**config.mk**
```make
export PLATFORM = sky130hd
export DESIGN_NAME = pwc_persist_ctrl
export DESIGN_NICKNAME = d
export VERILOG_FILES = /design/src/rtl/pwc_pkg.sv /design/src/rtl/pwc_epoch_track.sv /design/src/rtl/pwc_age_pick.sv /design/src/rtl/pwc_persist_ctrl.sv
export SDC_FILE = /design/constraint.sdc
export NUM_CORES = 1
export LEC_CHECK = 0
export BUFFER_PORTS_ARGS = -buffer_cell sky130_fd_sc_hd__buf_2
export CAP_MARGIN = 20
export CORE_ASPECT_RATIO = 2
export CORE_MARGIN = 8
export CORE_UTILIZATION = 45
export DETAILED_ROUTE_END_ITERATION = 10
export PLACE_DENSITY = 0.66
export SYNTH_ARGS = -nofsm -noshare
export SYNTH_HDL_FRONTEND = slang
export SYNTH_SLANG_ARGS = --single-unit
export TNS_END_PERCENT = 50
```
**constraint.sdc**
```tcl
create_clock -name clk -period 22 [get_ports clk]
set_input_delay 4.4 -clock clk [delete_from_list [all_inputs] [get_ports clk]]
set_output_delay 4.4 -clock clk [all_outputs]
set_load 0.03 [all_outputs]
```
**src/rtl/pwc_pkg.sv**
```systemverilog
package pwc_pkg;
    typedef enum logic [1:0] {
        OP_STORE   = 2'b00,
        OP_LOAD    = 2'b01,
        OP_BARRIER = 2'b10,
        OP_EVICT   = 2'b11
    } op_e;

    typedef enum logic {
        ST_IDLE  = 1'b0,
        ST_DRAIN = 1'b1
    } phase_e;
endpackage

```
**src/rtl/pwc_epoch_track.sv**
```systemverilog
// Per-CPU epoch state: current epoch, oldest epoch still holding pending
// lines, and whether a store landed since the last barrier.
module pwc_epoch_track #(
    parameter int EPOCH_W = 4
) (
    input  logic               clk,
    input  logic               rst_n,
    input  logic               store_i,
    input  logic               adv_i,
    input  logic               oldest_busy_i,
    output logic [EPOCH_W-1:0] cur_o,
    output logic [EPOCH_W-1:0] oldest_o,
    output logic               stored_o
);
    localparam logic [EPOCH_W-1:0] SPAN_MAX = '1;

    typedef struct packed {
        logic [EPOCH_W-1:0] cur;
        logic [EPOCH_W-1:0] old;
        logic               stored;
    } trk_t;

    trk_t s_q, s_d;

    always_comb begin
        s_d = s_q;
        if (adv_i) begin
            s_d.cur    = s_q.cur + 1'b1;
            s_d.stored = 1'b0;
        end else if (store_i) begin
            s_d.stored = 1'b1;
        end
        // move the oldest pointer once its epoch has no pending lines left
        if ((s_q.old != s_q.cur) && !oldest_busy_i) begin
            s_d.old = s_q.old + 1'b1;
        end
    end

    always_ff @(posedge clk) begin
        if (!rst_n) s_q <= '0;
        else        s_q <= s_d;
    end

    assign cur_o    = s_q.cur;
    assign oldest_o = s_q.old;
    assign stored_o = s_q.stored;

    // the controller only advances an epoch that received a store
    p_adv_needs_store_r3: assert property (@(posedge clk) disable iff (!rst_n)
        adv_i |-> s_q.stored);

    // an advance never lets the current epoch lap the oldest one
    p_span_guard_r10: assert property (@(posedge clk) disable iff (!rst_n)
        adv_i |-> ((s_q.cur - s_q.old) != SPAN_MAX));
endmodule

```
**src/rtl/pwc_age_pick.sv**
```systemverilog
// Chooses, among marked lines, the one with the smallest epoch age;
// ties go to the lowest slot.
module pwc_age_pick #(
    parameter int LINES   = 4,
    parameter int EPOCH_W = 4,
    localparam int IW     = (LINES > 1) ? $clog2(LINES) : 1
) (
    input  logic [LINES-1:0]               mark_i,
    input  logic [LINES-1:0][EPOCH_W-1:0]  age_i,
    output logic                           any_o,
    output logic [IW-1:0]                  idx_o
);
    logic [EPOCH_W-1:0] best;

    always_comb begin
        any_o = 1'b0;
        idx_o = '0;
        best  = '0;
        for (int i = 0; i < LINES; i++) begin
            if (mark_i[i] && (!any_o || (age_i[i] < best))) begin
                any_o = 1'b1;
                idx_o = IW'(i);
                best  = age_i[i];
            end
        end
    end
endmodule

```
**src/rtl/pwc_persist_ctrl.sv**
```systemverilog
module pwc_persist_ctrl
    import pwc_pkg::*;
#(
    parameter int NCPU    = 2,
    parameter int LINES   = 4,
    parameter int TAG_W   = 8,
    parameter int EPOCH_W = 4,
    localparam int CW     = (NCPU > 1) ? $clog2(NCPU) : 1,
    localparam int IW     = (LINES > 1) ? $clog2(LINES) : 1
) (
    input  logic               clk,
    input  logic               rst_n,
    input  logic               req_valid,
    output logic               req_ready,
    input  logic [1:0]         req_op,
    input  logic [CW-1:0]      req_cpu,
    input  logic [TAG_W-1:0]   req_tag,
    output logic               wb_valid,
    input  logic               wb_ready,
    output logic [TAG_W-1:0]   wb_tag,
    output logic [CW-1:0]      wb_cpu,
    output logic [EPOCH_W-1:0] wb_epoch
);
    localparam logic [EPOCH_W-1:0] SPAN_MAX = '1;

    typedef struct packed {
        logic [LINES-1:0]              pend;
        logic [LINES-1:0]              mark;
        logic [LINES-1:0][TAG_W-1:0]   tag;
        logic [LINES-1:0][CW-1:0]      own;
        logic [LINES-1:0][EPOCH_W-1:0] ep;
        phase_e                        phase;
    } st_t;

    st_t s_q, s_d;

    logic [EPOCH_W-1:0] cur_ep [NCPU];
    logic [EPOCH_W-1:0] old_ep [NCPU];
    logic [NCPU-1:0]    stored;
    logic [NCPU-1:0]    busy;
    logic [NCPU-1:0]    store_vec;
    logic [NCPU-1:0]    adv_vec;

    logic [LINES-1:0][EPOCH_W-1:0] age;
    logic                          pick_any;
    logic [IW-1:0]                 pick_idx;

    op_e                op;
    logic [LINES-1:0]   hit_vec;
    logic               hit_any, free_any, need, acc, ready_c;
    logic [IW-1:0]      hit_idx, free_idx;
    logic [CW-1:0]      sel_cpu;
    logic [EPOCH_W-1:0] sel_age;
    logic               sel_incl;
    logic [LINES-1:0]   sel_one;
    logic [LINES-1:0]   fmark;

    // epoch age of each line relative to its owner's oldest pending epoch
    always_comb begin
        for (int i = 0; i < LINES; i++) begin
            age[i] = s_q.ep[i] - old_ep[s_q.own[i]];
        end
    end

    // an epoch is busy while any pending line of that CPU still carries it
    always_comb begin
        busy = '0;
        for (int c = 0; c < NCPU; c++) begin
            for (int i = 0; i < LINES; i++) begin
                if (s_q.pend[i] && (s_q.own[i] == CW'(c)) && (s_q.ep[i] == old_ep[c])) begin
                    busy[c] = 1'b1;
                end
            end
        end
    end

    for (genvar c = 0; c < NCPU; c++) begin : g_cpu
        pwc_epoch_track #(.EPOCH_W(EPOCH_W)) u_trk (
            .clk           (clk),
            .rst_n         (rst_n),
            .store_i       (store_vec[c]),
            .adv_i         (adv_vec[c]),
            .oldest_busy_i (busy[c]),
            .cur_o         (cur_ep[c]),
            .oldest_o      (old_ep[c]),
            .stored_o      (stored[c])
        );
    end

    pwc_age_pick #(.LINES(LINES), .EPOCH_W(EPOCH_W)) u_pick (
        .mark_i (s_q.mark),
        .age_i  (age),
        .any_o  (pick_any),
        .idx_o  (pick_idx)
    );

    always_comb begin
        s_d = s_q;
        op  = op_e'(req_op);

        // lookup: matching pending line and lowest free slot
        hit_vec  = '0;
        hit_any  = 1'b0;
        hit_idx  = '0;
        free_any = 1'b0;
        free_idx = '0;
        for (int i = 0; i < LINES; i++) begin
            hit_vec[i] = s_q.pend[i] && (s_q.tag[i] == req_tag);
            if (hit_vec[i] && !hit_any) begin
                hit_any = 1'b1;
                hit_idx = IW'(i);
            end
            if (!s_q.pend[i] && !free_any) begin
                free_any = 1'b1;
                free_idx = IW'(i);
            end
        end

        // decide whether the request first needs an ordered drain
        need     = 1'b0;
        sel_cpu  = s_q.own[hit_idx];
        sel_age  = age[hit_idx];
        sel_incl = 1'b1;
        sel_one  = '0;
        case (op)
            OP_STORE: begin
                if (hit_any) begin
                    need = (s_q.own[hit_idx] != req_cpu) ||
                           (s_q.ep[hit_idx] != cur_ep[req_cpu]);
                end else if (!free_any) begin
                    need    = 1'b1;
                    sel_cpu = s_q.own[0];
                    sel_age = age[0];
                end
            end
            OP_LOAD: begin
                need = hit_any && (s_q.own[hit_idx] != req_cpu);
            end
            OP_EVICT: begin
                if (hit_any) begin
                    need     = 1'b1;
                    sel_incl = 1'b0;
                    sel_one[hit_idx] = 1'b1;
                end
            end
            default: begin
                if (stored[req_cpu] &&
                    ((cur_ep[req_cpu] - old_ep[req_cpu]) == SPAN_MAX)) begin
                    need    = 1'b1;
                    sel_cpu = req_cpu;
                    sel_age = '0;
                end
            end
        endcase

        for (int i = 0; i < LINES; i++) begin
            fmark[i] = sel_one[i] ||
                       (s_q.pend[i] && (s_q.own[i] == sel_cpu) &&
                        (sel_incl ? (age[i] <= sel_age) : (age[i] < sel_age)));
        end

        ready_c   = (s_q.phase == ST_IDLE) && !need;
        acc       = req_valid && ready_c;
        store_vec = '0;
        adv_vec   = '0;

        if (acc && (op == OP_STORE)) begin
            store_vec[req_cpu] = 1'b1;
            if (!hit_any) begin
                s_d.pend[free_idx] = 1'b1;
                s_d.tag[free_idx]  = req_tag;
                s_d.own[free_idx]  = req_cpu;
                s_d.ep[free_idx]   = cur_ep[req_cpu];
            end
        end
        if (acc && (op == OP_BARRIER) && stored[req_cpu]) begin
            adv_vec[req_cpu] = 1'b1;
        end

        // start a drain; an empty mark means wait for the oldest pointer
        if ((s_q.phase == ST_IDLE) && req_valid && need && (|fmark)) begin
            s_d.mark  = fmark;
            s_d.phase = ST_DRAIN;
        end

        if (s_q.phase == ST_DRAIN) begin
            if (pick_any && wb_ready) begin
                s_d.pend[pick_idx] = 1'b0;
                s_d.mark[pick_idx] = 1'b0;
            end
            if (s_d.mark == '0) s_d.phase = ST_IDLE;
        end
    end

    always_ff @(posedge clk) begin
        if (!rst_n) s_q <= '0;
        else        s_q <= s_d;
    end

    assign req_ready = ready_c;
    assign wb_valid  = (s_q.phase == ST_DRAIN) && pick_any;
    assign wb_tag    = s_q.tag[pick_idx];
    assign wb_cpu    = s_q.own[pick_idx];
    assign wb_epoch  = s_q.ep[pick_idx];

    // ---------------- assertions ----------------
    logic older_pend;
    always_comb begin
        older_pend = 1'b0;
        for (int i = 0; i < LINES; i++) begin
            if (s_q.pend[i] && (s_q.own[i] == wb_cpu) && (age[i] < age[pick_idx])) begin
                older_pend = 1'b1;
            end
        end
    end

    // a tag is never pending in two slots at once
    p_tag_unique_r2: assert property (@(posedge clk) disable iff (!rst_n)
        $onehot0(hit_vec));

    // a stalled writeback keeps its fields
    p_wb_stable_r8: assert property (@(posedge clk) disable iff (!rst_n)
        (wb_valid && !wb_ready) |=> (wb_valid && $stable(wb_tag) &&
                                     $stable(wb_cpu) && $stable(wb_epoch)));

    // no writeback overtakes an earlier epoch of the same CPU
    p_wb_order_r11: assert property (@(posedge clk) disable iff (!rst_n)
        wb_valid |-> !older_pend);

    // an accepted load leaves the pending set untouched
    p_load_clean_r7: assert property (@(posedge clk) disable iff (!rst_n)
        (acc && (op == OP_LOAD)) |=> (s_q.pend == $past(s_q.pend)));
endmodule

```
==> metrics.md, run 1 <==
| Metric | Value |
|---|---|
| Gates resized, CTS repair | `0` |
| Die height | `190 um` |
| Slowest-stage cell, CP | `mux2i_1` |
| Combinational share of power | `40.5%` |
| GP Congestion | `slightly above 1` |
| Worst reg2reg endpoint | `s_q[0]$_SDFF_PN0_` |
| Hold Path Stages | `2` |
| Syn avg cell area | `8.26 um2` |
| Worst Setup Path Type | `primary input to primary output` |
| GRT Overall Usage | `22.5%` |
| Worst endpoint required time | `roughly 18 ns` |
| Synthesis-stage register bit count | `79` |
| Syn nets | `886` |
| Placed cells | `around 990` |
| First-pass GRT wire length | `between 30,000 and 40,000 um` |
| Slew margin rel. | `roughly a third` |
| Most frequent CP cell | `buf_2` |
| Crit end category | `primary output` |
| Power per cell area | `slightly above 70 nW/um2` |
| Count of different cell masters after synthesis | `65` |
| Sw Pwr | `between 150 and 200 uW` |
| Clock power frac | `29.7%` |
| Hold-critical path endpoint | `g_cpu[0].u_trk.stored_o$_SDFFE_PP0P_` |
| Detailed router's first-iteration violation count | `~320` |
| Max-slew violations | `0` |
| CTS tree | `built` |
| I/O pin total | `30` |
| Skew final | `roughly 0.013 ns` |
| Final setup fails | `0` |
| Yosys top cell area share | `about a quarter` |
| Pin count of the biggest net entering global routing | `47` |
| Post-synth EDFFs | `0` |
| Minimum clock period | `around 12 ns` |
| DP Area | `slightly below 7000 um2` |
| Unrepaired setup endpoints after global routing | `false` |
| Synth Area in XOR/XNOR | `~14%` |
| Clock-pin slew on the worst setup and hold paths | `roughly 0.060 ns` |
| DPL Wire Length | `15,900 um` |
| Root buffer cell | `clkbuf_16` |
| Crit share post-route | `around 55%` |
| Num CTS Buffers | `9` |
| Switching Fraction | `a little under two fifths` |
| Total gr overflow | `0` |
| Clk_lat worst skew | `~0.36 ns` |
| Clock buffer depth | `2` |
| Status | `completed` |
| ANT cells | `0` |
| Clock sink count | `79` |
| Post-Synth Adder-Cell Area | `9.59%` |
| Setup TNS | `0 ns` |
| Placement row count | `63` |
| Register area share after synthesis | `23.3%` |
| Top_reg_cell synth | `dfxtp_1` |
| Pwr Total | `528 uW` |
| Largest family of logic cells by synthesized area | `simple AND/OR/NAND/NOR gates` |
| Hold_buf cts | `0` |
| PortBufs | `29` |
| Hold crit path type | `flip-flop to flip-flop` |
| Routed via count | `just over 6,000` |
| Register share of total power | `approximately 30%` |
| Initial Util | `a little under half` |
| DR pass1 iterations | `7` |
| Max_cap viols | `0` |
| Ys async rst share | `0%` |
| Setup bufs post-CTS | `0` |
| Final instance area | `7260 um2` |
| Core Box Area | `~15,000 um2` |
| Leak | `2.78 nW` |
| Crit path cell chain | `buf_2, mux2i_1, inv_1, fa_1, xnor2_1, nor4b_1, o21ai_0, buf_4, a211oi_1, o21ai_4, nand2_1, nor2_1, buf_2` |
| Internal cell power | `roughly 330 uW` |
| Final Util | `between 40% and 50%` |
| CP Max Fanout | `18` |
| Number of antenna-violating nets in the routed design | `0` |
| Hold path startpoint | `g_cpu[0].u_trk.stored_o$_SDFFE_PP0P_` |
| Synth area leaders | `dfxtp_1 23%, mux2i_1 9.6%, ha_1 8.1%` |
| Worst reg2reg path startpoint | `g_cpu[0].u_trk.oldest_o[0]$_SDFFE_PN0P_` |
| CP max stage delay | `about 0.77 ns` |
| DR WL/cell | `roughly 21 um` |
| Mux contribution to synthesized area | `roughly 11%` |
| Post-synthesis compound-gate area fraction | `around 15%` |
| Depth of the CTS H-tree | `3` |
| Tightest Pin Transition | `approximately 1.0 ns` |
| Fraction of layout cells with a size suffix above 1 | `10.8%` |
| Full die area | `19,500 um2` |
| CP arrival | `7.75 ns` |
| Finished Layout Cells | `around 1,000` |
| Drt drc | `0` |
| Peak VDD IR | `roughly 0.000060 V` |
| Post-Syn Area | `~6800 um2` |
| Die width | `about 100 um` |
| Dominant cell type by area after synthesis | `dfxtp_1` |
| Gate Count Post-Synth | `about 800` |
| Vias in the first global route | `about 6,100` |
| CP startpoint kind | `primary input` |
| Synth warn | `0` |
| FF-to-FF setup slack | `~15 ns` |
| Detailed Route WL | `approximately 21,000 um` |
| Simple-Gate Fraction of Synth Area | `around a fifth` |
| Vias/cell | `approximately 6.0` |
| Initial antenna violation count | `0` |
| Layout Nets | `between 800 and 900` |
| Fin. Hold Viols | `0` |
| Area Overhead vs Synth | `6.95%` |
| Path depth of the worst reg2reg path | `31` |
| FMAX | `a little over 80 MHz` |
final cells by class:
type                            count  area (um2)
Clock buffer                       10         239
Fill cell                        1520        7560
Tap cell                          195         244
Sequential cell                    79        1580
Inverter                           30         113
Multi-Input combinational cell    653        4780
Clock inverter                      6        68.8
Timing Repair Buffer               38         233
metrics by stage:
stage | setup slack [ns] | hold slack, ns
2_1_floorplan | 10.34 | 0.480
3_3_place_gp | 9.86 | 0.503
3_5_place_dp | 9.80 | 0.514
4_1_cts | 9.82 | 0.525
5_1_grt | 9.53 | 0.562
6_report | 9.85 | 0.521
cells by family (layout without fill, tap and decap cells):
kind of cell / count (synthesis) / in the layout
simple gates: 279 / 279
compound gates: 154 / 154
xor+xnor: 99 / 99
flops: 79 / 79
fa+ha+maj: 49 / 49
buf+inv: 90 / 84
mux: 72 / 72
placed cells by master, fill, tap and decap left out, types with 5 or more instances in the layout:
cell / n
nand2_1: 42
nor2b_1: 11
a21oi_1: 48
inv_1: 29
buf_4: 8
xnor2_2: 7
nor4_1: 9
nor3_1: 13
a221o_1: 11
nand4_1: 22
nor2_1: 111
o21ai_0: 30
and2_1: 5
buf_2: 29
a21o_1: 8
nand2b_1: 6
ha_1: 44
clkbuf_16: 9
mux2_2: 7
mux2i_1: 65
fa_1: 5
xnor2_1: 57
dfxtp_1: 79
a211oi_1: 14
xor2_1: 35
o21a_1: 8
or3_1: 7
nand3_1: 28
power by group through the flow:
stage | Sequential (mW) | Clock [mW] | Combinational [mW]
global placement | 0.161 | 0 | 0.207
CTS | 0.158 | 0.158 | 0.212
global route | 0.158 | 0.163 | 0.236
floorplan | 0.152 | 0 | 0.169
detailed placement | 0.161 | 0 | 0.211
finish | 0.158 | 0.157 | 0.214
cells in the mapped netlist (3+ instances only):
master,number
a211oi_1,14
a21o_1,8
a21oi_1,48
a221o_1,11
a311oi_1,3
and2_1,5
and3_1,3
buf_1,11
buf_2,5
buf_4,4
buf_6,10
clkbuf_1,30
dfxtp_1,79
fa_1,5
ha_1,44
inv_1,30
mux2_2,7
mux2i_1,65
nand2_1,42
nand2b_1,6
nand3_1,28
nand4_1,22
nor2_1,111
nor2b_1,11
nor3_1,13
nor3_4,3
nor4_1,9
nor4b_1,3
o211ai_1,4
o21a_1,8
o21ai_0,30
o221ai_1,3
o22a_1,4
or3_1,7
xnor2_1,57
xnor2_2,7
xor2_1,35
routing by layer:
layer  part of all wire [%]  vias up  track usage, %
met2                     51      199            39.2
met3                    3.8      106            3.63
met4                    8.3        0            19.3
met5                      0        -               0
met1                     36     2858            22.2
li1                       -     2879               -
flip-flops by register name, indices dropped and copies added, names as in the netlist:
register,flops
s_q,61
g_cpu.u_trk.stored_o,2
g_cpu.u_trk.cur_o,8
g_cpu.u_trk.oldest_o,8
worst max path at each step:
stage                                                  from  slack, ns     endpoint
floorplan                                           req_cpu      10.34    req_ready
global placement                                    req_cpu       9.86    req_ready
detailed placement                                  req_cpu       9.80    req_ready
CTS                                                 req_cpu       9.82    req_ready
global route        g_cpu[0].u_trk.oldest_o[0]$_SDFFE_PN0P_       9.53  wb_epoch[2]
finish                                              req_cpu       9.85    req_ready
worst max-delay path: cells and delay by family:
| family | cells | cell delay (ns) |
|---|---|---|
| multiplexers | 1 | 0.77 |
| AO/OA/AOI/OAI | 3 | 0.64 |
| adder cells (fa/ha/maj) | 1 | 0.48 |
| buffers and inverters | 4 | 0.92 |
| AND/OR/NAND/NOR | 3 | 0.39 |
| XOR/XNOR | 1 | 0.14 |
(Power assumes the default switching activity.)
==> run 2: changes to the inputs <==
Settings changed: ABC_AREA from default to 1, PLACE_DENSITY 0.66 to 0.69.
Clock period 22 ns to 10.7 ns, I/O delays scaled along.
==> run 2 against run 1 <==
Effect of this change: sequential cell count unchanged; power up 140%; setup slack worse by 8.3 ns; highest routed layer unchanged; critical path depth up 22; first-iteration DRC count up 84%; combinational power rose to 2.8 times the previous value; cell count up 27%; die area up 0.74%; largest cell class unchanged; routed wire length up 8.7%.
==> metrics.md, run 2 <==
| Metric | Value |
|---|---|
| Fraction of layout cells with a size suffix above 1 | `8.64%` |
| Register area share after synthesis | `23.1%` |
| First-pass GRT wire length | `36,600 um` |
| Pin count of the biggest net entering global routing | `68` |
| Crit end category | `primary output` |
| CP max stage delay | `0.67 ns` |
| PortBufs | `29` |
| Dominant cell type by area after synthesis | `dfxtp_1` |
| Die width | `slightly above 100 um` |
| Most frequent CP cell | `nand2_1` |
| Max-slew violations | `0` |
| Placement row count | `between 60 and 70` |
| Hold path startpoint | `s_q[49]$_SDFFE_PN0P_` |
| Most frequent cell after synthesis | `nand2_1` |
| Setup bufs post-CTS | `0` |
| CTS tree | `built` |
| Buffers & Inverters on Critical Path | `4` |
| Die height | `approximately 190 um` |
| Gate Count Post-Synth | `1,082` |
| Peak VDD IR | `a little under 0.0002 V` |
| Crit share post-route | `85.9%` |
| Clock-pin slew on the worst setup and hold paths | `~0.060 ns` |
| Initial Util | `a little under half` |
| Synth warn | `0` |
| Num CTS Buffers | `9` |
| Depth of the CTS H-tree | `3` |
| Status | `completed` |
| Worst Setup Path Type | `flip-flop to primary output` |
| Slew margin rel. | `between 20% and 30%` |
| Register share of total power | `26.5%` |
| Syn avg cell area | `6.33 um2` |
| Final setup fails | `0` |
| Syn nets | `between 1,000 and 1,500` |
| Post-synth EDFFs | `0` |
| Clock sink count | `79` |
| GRT Overall Usage | `about a quarter` |
| Largest Register | `s_q` |
| Max FFs per register | `61` |
| Minimum clock period | `9.19 ns` |
| Detailed router's first-iteration violation count | `581` |
| FMAX | `~110 MHz` |
| CP startpoint | `g_cpu[1].u_trk.oldest_o[1]$_SDFFE_PN0P_` |
| Power per cell area | `174 nW/um2` |
| Detailed Route WL | `between 20,000 and 25,000 um` |
| Gates resized, CTS repair | `0` |
| CP arrival | `between 7 and 8 ns` |
| Switching Fraction | `41.8%` |
| Clock power frac | `roughly a quarter` |
| Ys async rst share | `0%` |
| Core Box Area | `around 15,000 um2` |
| CP startpoint kind | `flip-flop` |
| WHS | `approximately 0.5 ns` |
| DP Worst Slack | `between 2 and 2.5 ns` |
| Post-Syn Area | `~7000 um2` |
| Initial antenna violation count | `0` |
| I/O pin total | `30` |
| Most frequent cells in the layout | `255 x nand2_1, 127 x inv_1, 113 x o21ai_0, 101 x a21oi_1, 79 x dfxtp_1` |
| ANT cells | `0` |
| Synth area leaders | `dfxtp_1 23%, nand2_1 14%, o21ai_0 8.3%` |
| Commonest cells in the netlist | `255 x nand2_1, 127 x inv_1, 113 x o21ai_0, 101 x a21oi_1, 79 x dfxtp_1` |
| Synthesis-stage register bit count | `~80` |
| Drt drc | `0` |
| Number of antenna-violating nets in the routed design | `0` |
| Vias/cell | `5.81` |
| Routed via count | `~7,500` |
| Internal cell power | `between 700 and 800 uW` |
| CP Max Fanout | `18` |
| Sw Pwr | `~540 uW` |
| Hold crit path type | `flip-flop to flip-flop` |
| Skew final | `around 0.011 ns` |
| Tightest Pin Transition | `between 1 and 1.5 ns` |
| DR WL/cell | `between 15 and 20 um` |
| # fillers | `roughly 1,600` |
| Root buffer cell | `clkbuf_16` |
| Clk_lat worst skew | `roughly 0.34 ns` |
| Total gr overflow | `0` |
| Top_reg_cell synth | `dfxtp_1` |
| Area Overhead vs Synth | `8.19%` |
| Leak | `between 3 and 4 nW` |
| CP top delay family | `simple AND/OR/NAND/NOR gates` |
| Max_cap viols | `0` |
| Fin. Hold Viols | `0` |
| Combinational share of power | `around 47%` |
| Setup TNS | `0 ns` |
| Unrepaired setup endpoints after global routing | `false` |
| Hold_buf cts | `0` |
| Clock buffer depth | `2` |
| Count of different cell masters after synthesis | `48` |
| Yosys top cell area share | `about 23%` |
| Layout Nets | `1,147` |
| Vias in the first global route | `roughly 6,900` |
| Full die area | `between 15,000 and 20,000 um2` |
| DPL Wire Length | `~17,000 um` |
| Worst endpoint required time | `8.56 ns` |
| Slowest-stage cell, CP | `nand2_1` |
| GP Congestion | `around 0.98` |
| Commonest non-fill, non-tap cell in the layout | `nand2_1` |
| Worst setup margin | `1.51 ns` |
| DR pass1 iterations | `6` |
| Worst reg2reg path startpoint | `g_cpu[1].u_trk.oldest_o[1]$_SDFFE_PN0P_` |
run 2: cell count changes after synthesis, moves of 11 or more:
cell / before / now
a211oi_1: 14 / 3
a21oi_1: 48 / 101
a221o_1: 11 / 0
inv_1: 30 / 127
inv_2: 0 / 11
mux2i_1: 65 / 0
nand2_1: 42 / 255
nand3_1: 28 / 59
nor2_1: 111 / 64
nor2b_1: 11 / 0
o21ai_0: 30 / 113
o22ai_1: 1 / 24
xnor2_1: 57 / 18
xor2_1: 35 / 18
run 2: final timing paths:
kind	end	slack, ns	cells after the start
worst max-delay path	wb_epoch[2]	1.51	35
worst min-delay path	s_q[49]$_SDFFE_PN0P_	0.50	2
worst max register to register	s_q[0]$_SDFF_PN0_	4.60	35
worst min register to register	s_q[49]$_SDFFE_PN0P_	0.50	2
run 2: layout make-up:
type	instances	area [um2]	area share, %
inverters	147	552	7.45
clock buffers	10	239	3.23
multi-input cells	813	4500	60.8
clock inverters	6	91.3	1.23
well taps	198	248	3.35
flip-flops and latches	79	1580	21.4
repair buffers	33	195	2.64
run 2: worst reg2reg max path, delay by kind of cell, from the launching register on:
family          cells  cell delay (ns)
simple gates       20             2.32
buf+inv             3             0.46
compound gates      7             1.08
fa+ha+maj           4             1.25
xor+xnor            1             0.29
flops               1             0.55
run 2: per-layer routing:
layer	vias up	wire length (um)	global-route usage [%]	share of wire [%]
met5	-	0	0	0
met4	0	1360	13.5	5.9
met2	364	10400	37.4	45
met3	92	1650	2.78	7.2
met1	3387	9570	30.8	42
li1	3631	-	-	-
run 2: metrics by stage:
step,std cells,utilization (%),cell area (um2),power [mW]
2_1_floorplan,1082,-,6850,0.781
3_3_place_gp,1269,46.8,7050,0.926
3_5_place_dp,1269,46.8,7050,0.940
4_1_cts,1285,49.0,7380,1.29
5_1_grt,1286,49.2,7410,1.39
6_report,1286,49.2,7410,1.29
run 2: power by group through the flow:
stage                     combinational, mW  sequential (mW)  clock, mW
after floorplan                       0.462            0.319          0
after global placement                0.579            0.347          0
after detailed placement              0.593            0.347          0
after CTS                             0.597            0.340      0.349
after global routing                  0.688            0.344      0.360
final                                 0.603            0.341      0.344
run 2: kinds of logic after synthesis:
group | Yosys count | share of synthesized area (%)
compound gates | 282 | 22.9
xor+xnor | 36 | 4.61
fa+ha+maj | 49 | 9.50
buf+inv | 190 | 11.2
flops | 79 | 23.1
simple gates | 446 | 28.7
